## config.mk

```make
export PLATFORM = sky130hd
export DESIGN_NAME = memmap_decoder
export DESIGN_NICKNAME = d
export VERILOG_FILES = /design/src/rtl/memmap_pkg.sv /design/src/rtl/memmap_cfg_regs.sv /design/src/rtl/memmap_region_dec.sv /design/src/rtl/memmap_io_dec.sv /design/src/rtl/memmap_decoder.sv
export SDC_FILE = /design/constraint.sdc
export NUM_CORES = 1
export LEC_CHECK = 0
export CAP_MARGIN = 40
export CORE_MARGIN = 1
export CORE_UTILIZATION = 38
export DETAILED_ROUTE_END_ITERATION = 8
export PLACE_DENSITY_LB_ADDON = 0.3
export SYNTH_ARGS = -nofsm -noshare
export SYNTH_HDL_FRONTEND = slang
export SYNTH_SLANG_ARGS = --single-unit
export TNS_END_PERCENT = 1
```

## constraint.sdc

```tcl
create_clock -name clk -period 4.2 [get_ports clk]
set_clock_uncertainty 0.1 [all_clocks]
set_input_delay 0.63 -clock clk [delete_from_list [all_inputs] [get_ports clk]]
set_output_delay 0.63 -clock clk [all_outputs]
set_load 0.02 [all_outputs]
```

## src/rtl/memmap_pkg.sv

```systemverilog
package memmap_pkg;

   typedef enum logic [3:0] {
      RG_RAM    = 4'd0,
      RG_BASIC  = 4'd1,
      RG_CHAR   = 4'd2,
      RG_KERNAL = 4'd3,
      RG_VID    = 4'd4,
      RG_SND    = 4'd5,
      RG_CRAM   = 4'd6,
      RG_TIO1   = 4'd7,
      RG_TIO2   = 4'd8,
      RG_DMA    = 4'd9,
      RG_OPEN   = 4'd10,
      RG_PREG   = 4'd11
   } region_e;

   localparam int NUM_RG = 12;
   localparam int CFG_W  = 3;

endpackage

```

## src/rtl/memmap_cfg_regs.sv

```systemverilog
module memmap_cfg_regs
   import memmap_pkg::*;
#(
   parameter int DATA_W = 8
) (
   input  logic              clk,
   input  logic              rst_n,
   input  logic              we,
   input  logic              hit_dir,
   input  logic              hit_port,
   input  logic [DATA_W-1:0] wdata,
   output logic [DATA_W-1:0] dir_q,
   output logic [DATA_W-1:0] port_q,
   output logic [CFG_W-1:0]  cfg
);

   always_ff @(posedge clk) begin
      if (!rst_n) begin
         dir_q  <= '0;
         port_q <= '0;
      end else if (we) begin
         if (hit_dir)  dir_q  <= wdata;
         if (hit_port) port_q <= wdata;
      end
   end

   logic [DATA_W-1:0] eff;
   assign eff = ~dir_q | port_q;
   assign cfg = eff[CFG_W-1:0];

   AST_CFG_HOLD: assert property (@(posedge clk) disable iff (!rst_n)
      !(we && (hit_dir || hit_port)) |=> $stable(cfg)) else $error("cfg moved");

endmodule

```

## src/rtl/memmap_region_dec.sv

```systemverilog
module memmap_region_dec
   import memmap_pkg::*;
#(
   parameter int ADDR_W = 16
) (
   input  logic [ADDR_W-1:0] addr,
   input  logic [CFG_W-1:0]  cfg,
   output region_e           rg_base,
   output logic              io_page
);

   logic [3:0] blk;
   logic       low_lines_on;
   assign blk          = addr[ADDR_W-1 -: 4];
   assign low_lines_on = |cfg[1:0];

   always_comb begin
      rg_base = RG_RAM;
      io_page = 1'b0;
      unique case (blk)
         4'hA, 4'hB: if (cfg[1:0] == 2'b11) rg_base = RG_BASIC;
         4'hD: begin
            if (low_lines_on) begin
               if (cfg[2]) io_page = 1'b1;
               else        rg_base = RG_CHAR;
            end
         end
         4'hE, 4'hF: if (cfg[1]) rg_base = RG_KERNAL;
         default: rg_base = RG_RAM;
      endcase
      if (addr[ADDR_W-1:1] == '0) rg_base = RG_PREG;
   end

endmodule

```

## src/rtl/memmap_io_dec.sv

```systemverilog
module memmap_io_dec
   import memmap_pkg::*;
#(
   parameter int ADDR_W    = 16,
   parameter int IDX_W     = 10,
   parameter int VID_IDX_W = 6,
   parameter int SND_IDX_W = 5,
   parameter int CRM_IDX_W = 10,
   parameter int TIO_IDX_W = 4,
   parameter int DMA_IDX_W = 4
) (
   input  logic [ADDR_W-1:0] addr,
   output region_e           io_rg,
   output logic [IDX_W-1:0]  io_idx
);

   localparam logic [IDX_W-1:0] VID_M = IDX_W'((1 << VID_IDX_W) - 1);
   localparam logic [IDX_W-1:0] SND_M = IDX_W'((1 << SND_IDX_W) - 1);
   localparam logic [IDX_W-1:0] CRM_M = IDX_W'((1 << CRM_IDX_W) - 1);
   localparam logic [IDX_W-1:0] TIO_M = IDX_W'((1 << TIO_IDX_W) - 1);
   localparam logic [IDX_W-1:0] DMA_M = IDX_W'((1 << DMA_IDX_W) - 1);

   logic [3:0]       page;
   logic [3:0]       row;
   logic [IDX_W-1:0] a_lo;
   assign page = addr[11:8];
   assign row  = addr[7:4];
   assign a_lo = addr[IDX_W-1:0];

   always_comb begin
      io_rg  = RG_OPEN;
      io_idx = '0;
      unique case (page)
         4'h0, 4'h1, 4'h2, 4'h3: begin io_rg = RG_VID;  io_idx = a_lo & VID_M; end
         4'h4, 4'h5, 4'h6, 4'h7: begin io_rg = RG_SND;  io_idx = a_lo & SND_M; end
         4'h8, 4'h9, 4'hA, 4'hB: begin io_rg = RG_CRAM; io_idx = a_lo & CRM_M; end
         4'hC:                   begin io_rg = RG_TIO1; io_idx = a_lo & TIO_M; end
         4'hD:                   begin io_rg = RG_TIO2; io_idx = a_lo & TIO_M; end
         4'hF: if (row == 4'h0)  begin io_rg = RG_DMA;  io_idx = a_lo & DMA_M; end
         default:                begin io_rg = RG_OPEN; io_idx = '0; end
      endcase
   end

endmodule

```

## src/rtl/memmap_decoder.sv

```systemverilog
module memmap_decoder
   import memmap_pkg::*;
#(
   parameter int ADDR_W    = 16,
   parameter int DATA_W    = 8,
   parameter int IDX_W     = 10,
   parameter int VID_IDX_W = 6,
   parameter int SND_IDX_W = 5,
   parameter int CRM_IDX_W = 10,
   parameter int TIO_IDX_W = 4,
   parameter int DMA_IDX_W = 4,
   parameter int ROM_OFF_W = 13,
   parameter int CHR_OFF_W = 12,
   parameter bit TRIG_REG  = 1'b1,
   parameter logic [15:0] TRIG_ADDR = 16'hFF00
) (
   input  logic                 clk,
   input  logic                 rst_n,
   input  logic [ADDR_W-1:0]    cpu_addr,
   input  logic                 cpu_we,
   input  logic [DATA_W-1:0]    cpu_wdata,
   output logic [NUM_RG-1:0]    tgt_sel,
   output logic [ROM_OFF_W-1:0] rom_off,
   output logic [CHR_OFF_W-1:0] char_off,
   output logic [IDX_W-1:0]     io_idx,
   output logic                 ram_we,
   output logic                 io_we,
   output logic [3:0]           cram_wdata,
   output logic [DATA_W-1:0]    rd_mask,
   output logic [DATA_W-1:0]    preg_rdata,
   output logic [CFG_W-1:0]     cfg,
   output logic                 dma_trig
);

   localparam logic [DATA_W-1:0] MASK_ALL = '1;
   localparam logic [DATA_W-1:0] MASK_NIB = DATA_W'(4'hF);

   initial begin : p_param_chk
      assert (ADDR_W == 16) else $error("map is defined over 16 address bits");
      assert (DATA_W >= 4) else $error("data must hold a colour nibble");
      assert (VID_IDX_W <= 10 && SND_IDX_W <= 10 && CRM_IDX_W <= 10)
         else $error("window index wider than its 1 KiB window");
      assert (TIO_IDX_W <= 8 && DMA_IDX_W <= 4) else $error("small window index too wide");
      assert (IDX_W >= VID_IDX_W && IDX_W >= SND_IDX_W && IDX_W >= CRM_IDX_W &&
              IDX_W >= TIO_IDX_W && IDX_W >= DMA_IDX_W && IDX_W <= 12)
         else $error("IDX_W must cover every window index");
      assert (ROM_OFF_W == 13 && CHR_OFF_W == 12) else $error("ROM window sizes are fixed");
   end

   logic hit_dir, hit_port;
   assign hit_dir  = (cpu_addr == ADDR_W'(0));
   assign hit_port = (cpu_addr == ADDR_W'(1));

   logic [DATA_W-1:0] dir_q, port_q;

   memmap_cfg_regs #(.DATA_W(DATA_W)) u_cfg (
      .clk(clk), .rst_n(rst_n), .we(cpu_we), .hit_dir(hit_dir), .hit_port(hit_port),
      .wdata(cpu_wdata), .dir_q(dir_q), .port_q(port_q), .cfg(cfg)
   );

   region_e rg_base, io_rg, rg;
   logic    io_page;
   logic [IDX_W-1:0] io_idx_raw;

   memmap_region_dec #(.ADDR_W(ADDR_W)) u_region (
      .addr(cpu_addr), .cfg(cfg), .rg_base(rg_base), .io_page(io_page)
   );

   memmap_io_dec #(
      .ADDR_W(ADDR_W), .IDX_W(IDX_W), .VID_IDX_W(VID_IDX_W), .SND_IDX_W(SND_IDX_W),
      .CRM_IDX_W(CRM_IDX_W), .TIO_IDX_W(TIO_IDX_W), .DMA_IDX_W(DMA_IDX_W)
   ) u_io (
      .addr(cpu_addr), .io_rg(io_rg), .io_idx(io_idx_raw)
   );

   assign rg = io_page ? io_rg : rg_base;

   for (genvar gi = 0; gi < NUM_RG; gi++) begin : g_sel
      assign tgt_sel[gi] = (rg == region_e'(gi));
   end

   assign io_idx   = io_page ? io_idx_raw : '0;
   assign rom_off  = (rg == RG_BASIC || rg == RG_KERNAL) ? cpu_addr[ROM_OFF_W-1:0] : '0;
   assign char_off = (rg == RG_CHAR) ? cpu_addr[CHR_OFF_W-1:0] : '0;

   assign ram_we     = cpu_we && !io_page;
   assign io_we      = cpu_we && io_page && (io_rg != RG_OPEN);
   assign cram_wdata = cpu_wdata[3:0];

   always_comb begin
      unique case (rg)
         RG_CRAM: rd_mask = MASK_NIB;
         RG_OPEN: rd_mask = '0;
         default: rd_mask = MASK_ALL;
      endcase
   end

   assign preg_rdata = hit_dir ? dir_q : (hit_port ? port_q : '0);

   logic trig_hit;
   assign trig_hit = cpu_we && (cpu_addr == TRIG_ADDR);

   if (TRIG_REG) begin : g_trig_reg
      logic trig_q;
      always_ff @(posedge clk) begin
         if (!rst_n) trig_q <= 1'b0;
         else        trig_q <= trig_hit;
      end
      assign dma_trig = trig_q;

      AST_TRIG_ORIGIN: assert property (@(posedge clk) disable iff (!rst_n)
         dma_trig |-> ($past(cpu_we) && $past(cpu_addr) == TRIG_ADDR)) else $error("stray trigger");
   end else begin : g_trig_comb
      assign dma_trig = trig_hit;
   end

   AST_ONE_TARGET: assert property (@(posedge clk) disable iff (!rst_n)
      $countones(tgt_sel) == 1) else $error("target not one-hot");

   AST_ROM_WR_FALLS: assert property (@(posedge clk) disable iff (!rst_n)
      (cpu_we && (tgt_sel[RG_BASIC] || tgt_sel[RG_CHAR] || tgt_sel[RG_KERNAL])) |-> (ram_we && !io_we))
      else $error("ROM write lost");

   AST_IO_EXCL: assert property (@(posedge clk) disable iff (!rst_n)
      io_we |-> !ram_we) else $error("double write");

   AST_BASIC_GATED: assert property (@(posedge clk) disable iff (!rst_n)
      tgt_sel[RG_BASIC] |-> (cfg[1:0] == 2'b11)) else $error("first ROM wrongly mapped");

   AST_KERNAL_GATED: assert property (@(posedge clk) disable iff (!rst_n)
      tgt_sel[RG_KERNAL] |-> cfg[1]) else $error("upper ROM wrongly mapped");

   AST_CRAM_NIBBLE: assert property (@(posedge clk) disable iff (!rst_n)
      tgt_sel[RG_CRAM] |-> (rd_mask == MASK_NIB)) else $error("colour mask");

endmodule

```

; ---- Word-level counts from Yosys, hierarchy flattened
; Cells that the tools add are included.
[totals]
regBits = 17
word_cells = 79
[classes]
eq_ne = 34
muxes = 20
n_bitwise = 2
reduce_logical = 20
[ops]
columns = operator, count
row1 = "equality test 4 bit, second input constant", 16
row2 = one-hot mux 10 bit (5 select lines), 1
row3 = "equality test 4 x 3 -> 1 bit, second input constant", 8
row4 = one-hot mux 4 bit (6 select lines), 1
row5 = "equality test 16 x 1 -> 1 bit, second input constant", 1
row6 = "equality test 16 bit, second input constant", 1
row7 = "equality test 4 x 2 -> 1 bit, second input constant", 4
row8 = logical NOT 16 bit, 1
row9 = two-way mux 4 bit, 4
row10 = two-way mux 8 bit, 2
row11 = one-hot mux 8 bit (2 select lines), 1
row12 = logical NOT 15 bit, 1
row13 = two-way mux 13 bit, 1
row14 = logical NOT 4 bit, 3
row15 = two-way mux 12 bit, 1
row16 = one-hot mux 4 bit (3 select lines), 1
row17 = OR reduction 4 bit, 3
row18 = two-way mux 10 bit, 1
row19 = "equality test 4 x 1 -> 1 bit, second input constant", 2
row20 = OR reduction 2 bit, 4
row21 = two-way mux 2 bit, 3
row22 = logical AND 1 bit, 4
row23 = two-way mux 1 bit, 4
row24 = "!= test 4 bit, second input constant", 1
row25 = other kinds (6), 7

; ---- Depth between registers and ports, before layout
[logic_depth]
depth_word = 10
mapped_depth = 6
depth_no_buf = 4

; ---- Hierarchy
; A second synthesis with hierarchy kept.
[unflattened]
cells_unflattened = 249
hier_area_um2 = 1869.3
[by_module_without_submodules]
columns = module, n_inst, cells_each, area_each_um2, seq_area_each_um2
row1 = memmap_decoder, 1, 121, 764.5, 20.0
row2 = memmap_cfg_regs, 1, 78, 729.4, 320.3
row3 = memmap_io_dec, 1, 35, 270.3, 0.0
row4 = memmap_region_dec, 1, 15, 105.1, 0.0

; ---- Worst setup path before layout
; Ideal clock, no wire load.
[synth_path]
path_type = in2out
from = in cpu_addr[4]
to = out tgt_sel[9]
arrival_time_ps = 1971
required_time_ps = 3470
slack_ps = 1499
path_stages = 4
n_path_buf = 0
cell_sequence = or4_1 > a21oi_1 > o21ai_1 > a221oi_1
[synth_via]
elab_chain_cells = 5
elab_cells_between_ends = 7
classes_between = eq/ne (1) / mux (4) / reduce/logical (2)
[synth_lines]
columns = item, line
row1 = start: declaration, memmap_decoder.sv:19  ; input logic [ADDR_W-1:0] cpu_addr,
row2 = logical NOT 4 bit, memmap_io_dec.sv:39  ; 4'hF: if (row == 4'h0) begin io_rg = RG_DMA; io_idx = a_lo & DMA_M; end
row3 = two-way mux 2 bit, memmap_io_dec.sv:39
row4 = one-hot mux 4 bit (6 select lines), memmap_io_dec.sv:33  ; unique case (page)
row5 = two-way mux 4 bit (*), memmap_decoder.sv:76  ; assign rg = io_page ? io_rg : rg_base;
row6 = equality test 4 bit (*), memmap_decoder.sv:79  ; assign tgt_sel[gi] = (rg == region_e'(gi));
row7 = end: declaration, memmap_decoder.sv:22  ; output logic [NUM_RG-1:0] tgt_sel,
; Mark *: on every way between the ends. The rest lies on a longest branch, timed or not.

; ---- Final worst setup path
[layout_path]
from = in cpu_addr[14]
to = out tgt_sel[9]
[layout_via]
elab_chain_cells = 6
elab_cells_between_ends = 13
classes_between = eq/ne (6) / mux (4) / reduce/logical (3)
[layout_lines]
columns = item, line
row1 = equality test 4 bit, memmap_region_dec.sv:20  ; unique case (blk)
row2 = OR reduction 2 bit, memmap_region_dec.sv:20
row3 = one-hot mux 4 bit (3 select lines), memmap_region_dec.sv:20
row4 = two-way mux 4 bit, memmap_region_dec.sv:31  ; if (addr[ADDR_W-1:1] == '0) rg_base = RG_PREG;
row5 = two-way mux 4 bit (*), memmap_decoder.sv:76
row6 = equality test 4 bit (*), memmap_decoder.sv:79
; Marks and branches as above.

==> flow_metrics.tcl <==
set metrics [dict create \
    die_x_um 62.9 \
    fp.dieArea_um2 3960 \
    ctsHtreeMaxLevel 1 \
    gp_congestion 0.801 \
    powerDensity_nw_per_um2 157 \
    ff2ff_setup_slack_ps 3460 \
    grt_pass1_wl_um 6470 \
    numClockSinks 17 \
    cp_max_fo 6 \
    cts_root_buffer "clkbuf_8" \
    layout.nets 300 \
    cts_setup_buffers 0 \
    finalSetupTns_ps 0 \
    async_flop_share_pct 0 \
    fin_crit_ps 3700 \
    wl_um 4130 \
    syn_avg_cell_area_um2 7.67 \
    antennaDiodeCount 0 \
    cts_tree "yes" \
    netlist_instances 184 \
    p_total_uw 383 \
    relSlewSlack_pct 47.8 \
    power.share.switching_pct 26.5 \
    cts_made_buffers 3 \
    rsz0062_at_grt "false" \
    cpMostUsedCell "clkdlybuf4s50_1" \
    slew_viol_final 0 \
    synth-seq-area-share_pct 24.1 \
    postCtsHoldBufs 0 \
    worstSkewPairLatency_ps 240 \
    yosysTopAreaCell "dfxtp_1" \
    synth_top_area_share_pct 24.1 \
    dp_slack_ps 500 \
    grt_usage_pct 20.1 \
    max_freq_mhz 270 \
    yosysWarnings 0 \
    area_growth_pct 72.4 \
    path_class "primary input to output pin" \
    crit_buf_inv 2 \
    power_frac_seq_pct 42.1 \
    place_area_um2 2390 \
    row_count 21 \
    ys_seq_elements 17 \
    drive_gt1_share_pct 5.51 \
    wl_per_cell_um 13.0 \
    path_cells "clkdlybuf4s50_1 > and4b_1 > and3_1 > o2111ai_1 > a221oi_1 > clkdlybuf4s50_1" \
    start_util_pct 41.0 \
    tightestPinTransition_ps 781 \
    cpMaxStageDelayCell "clkdlybuf4s50_1" \
    antenna_found_initial 0 \
    io-pin-count 100 \
    ys.flop_type "dfxtp_1" \
    grt_pass1_vias 1386 \
    seq_area_um2 340 \
    p_clk_share_pct 30.4 \
    peakVddDrop_mv 0.229 \
    drt_iter0_markers 63 \
    drcViolationCount 0 \
    cts_resized 0 \
    status "completed" \
    port_buffers 99 \
    yosysMostFrequentCell "and2_1" \
    hold_viol_final 0 \
    critical_path_required_ps 3470 \
    cts_buffer_depth 2 \
    design_area_um2 2430 \
    start_kind "primary input" \
    cpLargestDelayFamily "buffers and inverters" \
    leakagePower_nw 0.879 \
    arrival_ps 2970 \
    grt_overflow 0 \
    clkTransAtPathRegs_ps 60 \
    synth-edff-count 0 \
    synth.area.top_cells "dfxtp_1, mux2i_1, and2_1, nand2_1, buf_4" \
    ys_types 36 \
    p_int_uw 281 \
    synth.net_count 211 \
    dpl.hpwl_um 3230 \
    fin_ws_ps 500 \
    via_per_inst 4.95 \
    fin_crit_sh_pct 88.1 \
    grt_max_degree 26 \
    p_switching_uw 101 \
    pwr-share-comb_pct 27.5 \
    hp-class "register to register" \
    ys_top_cells_by_count "and2_1, nand2_1, mux2i_1" \
    dr.pass1.iters 4 \
    critPathMaxStageDelay_ps 670 \
    setup_viol 0 \
    vias 1573 \
    coreArea_um2 3440 \
    fillCellCount 292 \
    die_h_um 62.9 \
    ant_nets 0 \
    multi_input_area_um2 943 \
    crit_path_end_kind "output pin" \
    cap_viol_max_count 0 \
    syn_area_um2 1410 \
]
==> metal layers <==
metal	global-route usage, %	routed length, µm
met1	21.4	1660
met2	38.8	2120
met3	4.01	284
met4	5.81	64
met5	0	0
==> power groups by stage <==
stage          logic (mW)  clock network, mW  registers, mW
4_1_cts             0.106              0.118          0.161
6_report            0.105              0.116          0.161
3_3_place_gp        0.105                  0          0.165
5_1_grt             0.112              0.128          0.161
3_5_place_dp        0.105                  0          0.165
2_1_floorplan      0.0484                  0          0.165
==> per-stage QoR <==
step	std cells	hold slack, ps	util (%)
after floorplan	184	334	-
after global placement	314	342	69.4
after detailed placement	314	354	69.4
after CTS	318	363	70.7
after global routing	318	376	70.7
final	318	357	70.7
==> final timing paths <==
path / from / end / depth (start not counted)
max: cpu_addr[14] / tgt_sel[9] / 6
max reg2reg: u_cfg.port_q[6]$_SDFFE_PN0P_ / u_cfg.port_q[6]$_SDFFE_PN0P_ / 2
min reg2reg: u_cfg.dir_q[4]$_SDFFE_PN0P_ / u_cfg.dir_q[4]$_SDFFE_PN0P_ / 2
min: u_cfg.dir_q[4]$_SDFFE_PN0P_ / u_cfg.dir_q[4]$_SDFFE_PN0P_ / 2
==> placed cells by master (no fill, tap or decap), types with 2 or more instances in the layout <==
cell type / instances
clkdlybuf4s50_1: 99
nor3b_1: 2
mux2i_1: 24
nand2_1: 30
and3_1: 7
and2_1: 33
nor4_2: 2
nand3_1: 3
dfxtp_1: 17
inv_1: 3
nand2b_1: 2
nor3_1: 4
nor2_1: 11
o21ai_1: 2
nand4_1: 3
buf_4: 6
clkbuf_8: 3
==> worst register-to-register path: cells and delay by family, from the launching register on <==
family,cells,cell delay (ps)
flip-flops,1,350
multiplexers,1,140
AND/OR/NAND/NOR,1,80
==> flip-flops by register name (all words and copies together), names as in the netlist <==
register	flops
dma_trig	1
u_cfg.dir_q	8
u_cfg.port_q	8
==> layout make-up <==
class | count | share of cell area [%]
sequential | 17 | 14.0
inverter | 3 | 0.463
timing repair buffer | 105 | 42.6
tap | 46 | 2.37
clock buffer | 4 | 1.85
multi-input combinational | 143 | 38.8
==> kinds of logic after synthesis <==
group           Yosys count  share of synthesized area (%)
mux                      24                           17.0
compound gates            9                           4.34
flops                    17                           24.1
buf+inv                  24                           9.04
simple gates            110                           45.5
(Power assumes the default switching activity.)
